`config.mk`:
```
export PLATFORM = sky130hd
export DESIGN_NAME = prio_shift_table
export DESIGN_NICKNAME = d
export VERILOG_FILES = /design/src/rtl/prio_shift_table.sv
export SDC_FILE = /design/constraint.sdc
export NUM_CORES = 2
export LEC_CHECK = 0
export BUFFER_PORTS_ARGS = -buffer_cell sky130_fd_sc_hd__buf_4
export CORE_MARGIN = 4
export CORE_UTILIZATION = 35
export DETAILED_ROUTE_END_ITERATION = 12
export PLACE_DENSITY = 0.61
export RECOVER_POWER = 50
export SLEW_MARGIN = 20
export SYNTH_ARGS = -nofsm -noshare
export SYNTH_HDL_FRONTEND = slang
export SYNTH_SLANG_ARGS = --single-unit
```
`constraint.sdc`:
```
create_clock -name clk -period 6.83 [get_ports clk]
set_input_delay 0.683 -clock clk [delete_from_list [all_inputs] [get_ports clk]]
set_output_delay 0.683 -clock clk [all_outputs]
set_load 0.005 [all_outputs]
```
`src/rtl/prio_shift_table.sv`:
```
module prio_shift_table #(
  parameter int DEPTH = 8,
  parameter int KEY_W = 8,
  parameter int PRI_W = 4,
  parameter int ACT_W = 8,
  localparam int IDX_W = $clog2(DEPTH),
  localparam int CNT_W = $clog2(DEPTH + 1)
) (
  input  logic             clk,
  input  logic             rst_n,
  input  logic             ins_req,
  input  logic [KEY_W-1:0] ins_key,
  input  logic [KEY_W-1:0] ins_mask,
  input  logic [PRI_W-1:0] ins_pri,
  input  logic [ACT_W-1:0] ins_act,
  input  logic             del_req,
  input  logic [IDX_W-1:0] del_idx,
  input  logic [KEY_W-1:0] lk_key,
  output logic             lk_hit,
  output logic [ACT_W-1:0] lk_act,
  output logic [IDX_W-1:0] lk_idx,
  output logic             busy,
  output logic             done,
  output logic [CNT_W-1:0] moves,
  output logic             err
);

  typedef enum logic [1:0] {IDLE, SHDN, SHUP} st_t;

  logic [KEY_W-1:0] key_q  [DEPTH];
  logic [KEY_W-1:0] mask_q [DEPTH];
  logic [PRI_W-1:0] pri_q  [DEPTH];
  logic [ACT_W-1:0] act_q  [DEPTH];
  logic [DEPTH-1:0] valid_q;

  st_t              state;
  logic [CNT_W-1:0] occ;
  logic [IDX_W-1:0] ptr, tgt, last;
  logic [CNT_W-1:0] cnt;
  logic [KEY_W-1:0] p_key, p_mask;
  logic [PRI_W-1:0] p_pri;
  logic [ACT_W-1:0] p_act;

  logic [CNT_W-1:0] pos_c;
  logic             any_hit;
  logic [IDX_W-1:0] hit_idx;

  assign busy = (state != IDLE);

  always_comb begin
    pos_c = '0;
    for (int i = 0; i < DEPTH; i++)
      if (valid_q[i] && pri_q[i] >= ins_pri) pos_c = pos_c + 1'b1;
  end

  always_comb begin
    any_hit = 1'b0;
    hit_idx = '0;
    for (int i = DEPTH - 1; i >= 0; i--)
      if (valid_q[i] && (((lk_key ^ key_q[i]) & mask_q[i]) == '0)) begin
        any_hit = 1'b1;
        hit_idx = IDX_W'(i);
      end
  end

  assign lk_hit = any_hit && !busy;
  assign lk_idx = hit_idx;
  assign lk_act = act_q[hit_idx];

  wire [CNT_W-1:0] ins_moves = occ - pos_c;
  wire [CNT_W-1:0] del_moves = occ - 1'b1 - CNT_W'(del_idx);
  wire             del_ok    = CNT_W'(del_idx) < occ;
  wire             full      = (occ == CNT_W'(DEPTH));

  always_ff @(posedge clk or negedge rst_n) begin
    if (!rst_n) begin
      state   <= IDLE;
      valid_q <= '0;
      occ     <= '0;
      ptr     <= '0;
      tgt     <= '0;
      last    <= '0;
      cnt     <= '0;
      done    <= 1'b0;
      err     <= 1'b0;
      moves   <= '0;
      p_key   <= '0;
      p_mask  <= '0;
      p_pri   <= '0;
      p_act   <= '0;
      for (int i = 0; i < DEPTH; i++) begin
        key_q[i]  <= '0;
        mask_q[i] <= '0;
        pri_q[i]  <= '0;
        act_q[i]  <= '0;
      end
    end else begin
      done <= 1'b0;
      err  <= 1'b0;
      case (state)
        IDLE: begin
          if (ins_req) begin
            if (full) begin
              err <= 1'b1;
            end else if (ins_moves == '0) begin
              key_q[occ[IDX_W-1:0]]  <= ins_key;
              mask_q[occ[IDX_W-1:0]] <= ins_mask;
              pri_q[occ[IDX_W-1:0]]  <= ins_pri;
              act_q[occ[IDX_W-1:0]]  <= ins_act;
              valid_q[occ[IDX_W-1:0]] <= 1'b1;
              occ   <= occ + 1'b1;
              done  <= 1'b1;
              moves <= '0;
            end else begin
              p_key  <= ins_key;
              p_mask <= ins_mask;
              p_pri  <= ins_pri;
              p_act  <= ins_act;
              ptr    <= occ[IDX_W-1:0];
              tgt    <= pos_c[IDX_W-1:0];
              cnt    <= '0;
              state  <= SHDN;
            end
          end else if (del_req) begin
            if (!del_ok) begin
              err <= 1'b1;
            end else if (del_moves == '0) begin
              valid_q[del_idx] <= 1'b0;
              occ   <= occ - 1'b1;
              done  <= 1'b1;
              moves <= '0;
            end else begin
              ptr   <= del_idx;
              last  <= IDX_W'(occ - 1'b1);
              cnt   <= '0;
              state <= SHUP;
            end
          end
        end
        SHDN: begin
          key_q[ptr]   <= key_q[ptr - 1'b1];
          mask_q[ptr]  <= mask_q[ptr - 1'b1];
          pri_q[ptr]   <= pri_q[ptr - 1'b1];
          act_q[ptr]   <= act_q[ptr - 1'b1];
          valid_q[ptr] <= 1'b1;
          if ((ptr - 1'b1) == tgt) begin
            key_q[tgt]  <= p_key;
            mask_q[tgt] <= p_mask;
            pri_q[tgt]  <= p_pri;
            act_q[tgt]  <= p_act;
            occ   <= occ + 1'b1;
            done  <= 1'b1;
            moves <= cnt + 1'b1;
            state <= IDLE;
          end else begin
            ptr <= ptr - 1'b1;
            cnt <= cnt + 1'b1;
          end
        end
        SHUP: begin
          key_q[ptr]  <= key_q[ptr + 1'b1];
          mask_q[ptr] <= mask_q[ptr + 1'b1];
          pri_q[ptr]  <= pri_q[ptr + 1'b1];
          act_q[ptr]  <= act_q[ptr + 1'b1];
          if ((ptr + 1'b1) == last) begin
            valid_q[last] <= 1'b0;
            occ   <= occ - 1'b1;
            done  <= 1'b1;
            moves <= cnt + 1'b1;
            state <= IDLE;
          end else begin
            ptr <= ptr + 1'b1;
            cnt <= cnt + 1'b1;
          end
        end
        default: state <= IDLE;
      endcase
    end
  end

  for (genvar g = 0; g < DEPTH - 1; g++) begin : g_order
    a_r3_sorted: assert property (@(posedge clk) disable iff (!rst_n)
      (state == IDLE && valid_q[g+1]) |-> (valid_q[g] && pri_q[g] >= pri_q[g+1]));
  end

  a_r9_full_reject: assert property (@(posedge clk) disable iff (!rst_n)
    (!busy && ins_req && full) |=> (err && !done && occ == $past(occ)));

  a_r7_done_idle: assert property (@(posedge clk) disable iff (!rst_n)
    done |-> !busy);

  a_r8_busy_ends_done: assert property (@(posedge clk) disable iff (!rst_n)
    busy |=> (busy || done));

  a_r11_stall: assert property (@(posedge clk) disable iff (!rst_n)
    busy |-> !lk_hit);

  a_r6_moves_bound: assert property (@(posedge clk) disable iff (!rst_n)
    done |-> (moves < CNT_W'(DEPTH)));

endmodule

```
# After elaboration in Yosys (flattened, before gate mapping)
# Cells that the tools add are included.
dict set report totals {
  reg_bits 285
  input_bits 43
  out_inout_bits 19
  word_cells 356
}
dict set report op_classes {
  addsub 14
  n_lt_le_gt_ge 26
  eq_ne 19
  muxes 174
  n_bitwise 32
  reduce_logical 45
}
# cell count
set ops {}
lappend ops {{bitwise mux 64 bit} 12}
lappend ops {{2-to-1 mux 64 bit} 12}
lappend ops {{one-hot mux 64 bit (3 select lines)} 3}
lappend ops {{2-to-1 mux 8 bit} 24}
lappend ops {{binary-select mux 8 bit (select 3 bit)} 7}
lappend ops {{2-to-1 mux 4 bit} 38}
lappend ops {{bitwise mux 32 bit} 4}
lappend ops {{2-to-1 mux 32 bit} 4}
lappend ops {{one-hot mux 32 bit (3 select lines)} 1}
lappend ops {{AND 8 bit} 10}
lappend ops {{demux 8 bit (select 3 bit)} 3}
lappend ops {{logical NOT 8 bit} 8}
lappend ops {{bitwise XOR 8 bit} 8}
lappend ops {{2-to-1 mux 3 bit} 16}
lappend ops {{adder 4 x 1 -> 4 bit (second input constant)} 9}
lappend ops {{demux 4 bit (select 3 bit)} 3}
lappend ops {{one-hot mux 4 bit (3 select lines)} 3}
lappend ops {{>= comparator 4 bit} 8}
lappend ops {{2-to-1 mux 1 bit} 26}
lappend ops {{binary-select mux 4 bit (select 3 bit)} 2}
lappend ops {{>= comparator 4 bit (second input constant)} 6}
lappend ops {{logical AND 1 bit} 24}
lappend ops {{NOT 3 -> 4 bit} 6}
lappend ops {{one-hot mux 8 bit (3 select lines)} 1}
lappend ops {{32 further kinds} 72}

# Depth between registers and ports, before layout
dict set report logic_depth {
  word_depth 23
  mapped_depth 37
  mapped_depth_nobuf 33
}

# Least setup slack after synthesis
# No wires, ideal clock.
dict set report synth_path {
  path_type {input to register}
  start {in ins_pri[1]}
  end {reg with a tool-made name}
  setup_time_ns 0.125
  t_arrival_ns 7.467
  required_time_ns 6.705
  slack_ns -0.762
  stages 34
  path_buffers 4
  cell_sequence {inv_1 > ha_1 > a21o_1 > a21o_1 > a21oi_1 > nand2b_1 > ha_1 > o211a_1 > or3_1 > buf_4 > ha_1 > inv_1 > or3_1 > o21ai_0 > mux2i_1 > xor2_1 > mux2i_1 > inv_1 > ha_1 > xnor2_1 > nand3_1 > o311a_1 > ha_1 > a21o_1 > a21oi_1 > xnor2_1 > xnor2_1 > xnor3_1 > or3_1 > buf_6 > buf_6 > a211oi_4 > buf_6 > mux2_4}
}
# item line
set synth_lines {}
lappend synth_lines {{start, declared} 14} ;# input logic [PRI_W-1:0] ins_pri,

==> results.cfg <==
[yosys]
syn_nets = 3603
ys_seq_area_share_pct = 26.3
netlist_area_mm2 = 0.0271
synth_edf_count = 0
avgSynthCellArea_um2 = 7.75
synthCells = 3501
synth_cell_types = 66
ys_async_sr_fraction_pct = 100
ys_seq_elements = 285
ys_warn_count = 0
synth_flop_cell = dfrtp_1

[run]
drv_cap = 1

[worst_setup_path]
worst-path-max-fanout = 6
critPathSlowestCell = or3_4
cp.arrival_ns = 7.58
cp_num_buf_inv = 8
cp.required_ns = 7.31
cp-start-kind = register
crit_family = compound AO/OA/AOI/OAI gates
end_kind = register
cp_slowest_stage_delay_ns = 0.47
timing_worst_setup_path_type = reg -> reg

[final_layout]
final_util_pct = 42.2
n_antenna_cell = 0
fillerInstances = 7636
area_growth_pct = 18.8
multi_input_area_mm2 = 0.0197
regArea_mm2 = 0.00714
finalNonFillerCells = 4563
drive_gt1_share_pct = 24.2
finalInstanceArea_mm2 = 0.0322
layout_commonest_cell = nand2_1
final_cell_mix = nand2_1 (716), a21oi_1 (472), o21ai_0 (467), dfrtp_1 (284), nand3_1 (234)
nNetsFinal = 3607

[die]
boundaryPins = 62
die_w_um = 286
dieArea_mm2 = 0.0820
die-height_um = 286
rows = 101
core-area_mm2 = 0.0763
start_util_pct = 35.5

[timing]
rsz0062_at_grt = yes
layout_min_cycle_time_ns = 7.10
fin_worst_skew_ns = 0.0338
finalCritPeriodShare_pct = 104
worst-slew-pin-transition_ns = 5.60
relSlewSlack_pct = -274
setup_violations = 232
maxSlewViolCount = 89
fmax_mhz = 141
whs_ns = 0.328
setup_ws_ns = -0.267
hold_viol_final = 0

[clock_tree]
clk_latency_ns = 0.60
cts-htree-levels = 2
cts_root_buf = clkbuf_16
cts-hold-fix-buffers = 0
cts_tree = built
clk_pin_slew_worst_paths_ns = 0.07
cts_max_path_buffers = 3
numCtsBuffers = 38
cts.sinks = 285

[routing]
antenna_left = 0
drtIter0Drc = 3960
routed_wl_um = 121000
top_layer_used = met4
post_drt_via_cell_ratio = 6.33
wl_met3_um = 14300
remaining_drc_errors = 0
dr_total_vias = 28877
wl_met2_um = 52400
wl_per_cell_um = 26.4
dr.pass1.iters = 7
wl_met1_um = 46800

[min_path]
hold_start = ins_act[4]
hold_class = in -> reg

[global_route]
grt_max_degree = 171
grt_overflow = 0
antenna_found_initial = 1
grt_pass1_vias = 26951
grt_pass1_wl_um = 175000
grt.total_usage_pct = 27.8

[status]
status = finished, violations left
violations = capacitance limit, slew limit, setup timing

[power_and_ir_drop]
vdd_drop_max_mv = 0.504
power_density_mw_per_mm2 = 561
finalPower_mw = 18.1
power_leakage_nw = 13.3

[placed_design]
placed_area_mm2 = 0.0297
dp_hpwl_um = 69800
io_buffer_count = 61
place_congestion = 0.916
dp_cells = 4402
==> worst paths after layout <==
check	end	slack, ns	cells after the start
setup / recovery	register	-0.27	38
hold / removal	p_act[4]$_DFFE_PN0P_	0.33	2
setup reg to reg	register	-0.27	38
hold reg to reg	moves[3]$_DFFE_PN0P_	0.52	1
max in group asynchronous	ptr[0]$_DFFE_PN0P_	0.69	1
min in group asynchronous	async pin	2.15	1
==> cell families after synthesis <==
family | share of synthesized area [%]
fa+ha+maj | 2.72
simple gates | 17.8
mux | 22.7
compound gates | 21.7
flops | 26.3
buf+inv | 5.49
xor+xnor | 3.37
==> layer usage <==
metal | GRT usage, % | vias up
met5 | 0.179 | -
li1 | - | 12494
met4 | 14.0 | 0
met3 | 6.42 | 428
met2 | 42.7 | 2058
met1 | 36.6 | 13897
==> Yosys cell counts (10+ instances only) <==
| master | number | area, µm² |
|---|---|---|
| nand2_1 | 720 | 2700 |
| a21oi_1 | 477 | 2390 |
| o21ai_0 | 471 | 2360 |
| mux2_2 | 350 | 3940 |
| dfrtp_1 | 285 | 7130 |
| nand3_1 | 243 | 1220 |
| clkbuf_1 | 222 | 833 |
| xor2_1 | 74 | 648 |
| mux2i_1 | 67 | 671 |
| ha_1 | 59 | 738 |
| mux4_2 | 56 | 1260 |
| nor2_1 | 52 | 195 |
| inv_1 | 51 | 191 |
| buf_1 | 43 | 161 |
| nor2b_1 | 34 | 213 |
| clkbuf_2 | 24 | 120 |
| nor3_1 | 21 | 105 |
| a211oi_1 | 20 | 150 |
| xnor2_1 | 20 | 175 |
| mux2_4 | 19 | 285 |
| nand2b_1 | 19 | 119 |
| a22oi_1 | 17 | 128 |
| buf_4 | 15 | 113 |
| a21o_1 | 12 | 90.1 |
| a31oi_1 | 12 | 75.1 |
| or3_1 | 10 | 62.6 |
==> area by class of cell <==
type	count	share of cell area (%)
Clock buffer	52	3.42
Inverter	54	0.640
Timing Repair Buffer	273	8.31
Multi-Input combinational cell	2853	61.0
Sequential cell	285	22.1
Tap cell	1030	4.00
Clock inverter	16	0.489
==> where the power goes <==
part	internal, mW	leakage [nW]	switching, mW
sequential	2.39	3.85	1.29
clock	1.21	0.625	0.921
combinational	5.17	8.86	7.11
total	8.77	13.3	9.32
==> stage by stage <==
| stage | setup TNS, ns | worst slack (ns) |
|---|---|---|
| floorplan | -85.76 | -0.456 |
| global placement | -135.90 | -0.608 |
| detailed placement | -154.61 | -0.679 |
| CTS | -2.66 | -0.0832 |
| global route | -119.62 | -0.597 |
| finish | -43.56 | -0.267 |
==> what timing repair did <==
item	in CTS	in global routing
cloned	10	9
gates resized for setup	54	35
setup buffers	69	10
pin swaps	6	23
endpoints found under the setup margin	229	267
endpoints found under the hold margin	0	0
Power figures use the tool's default switching activity.
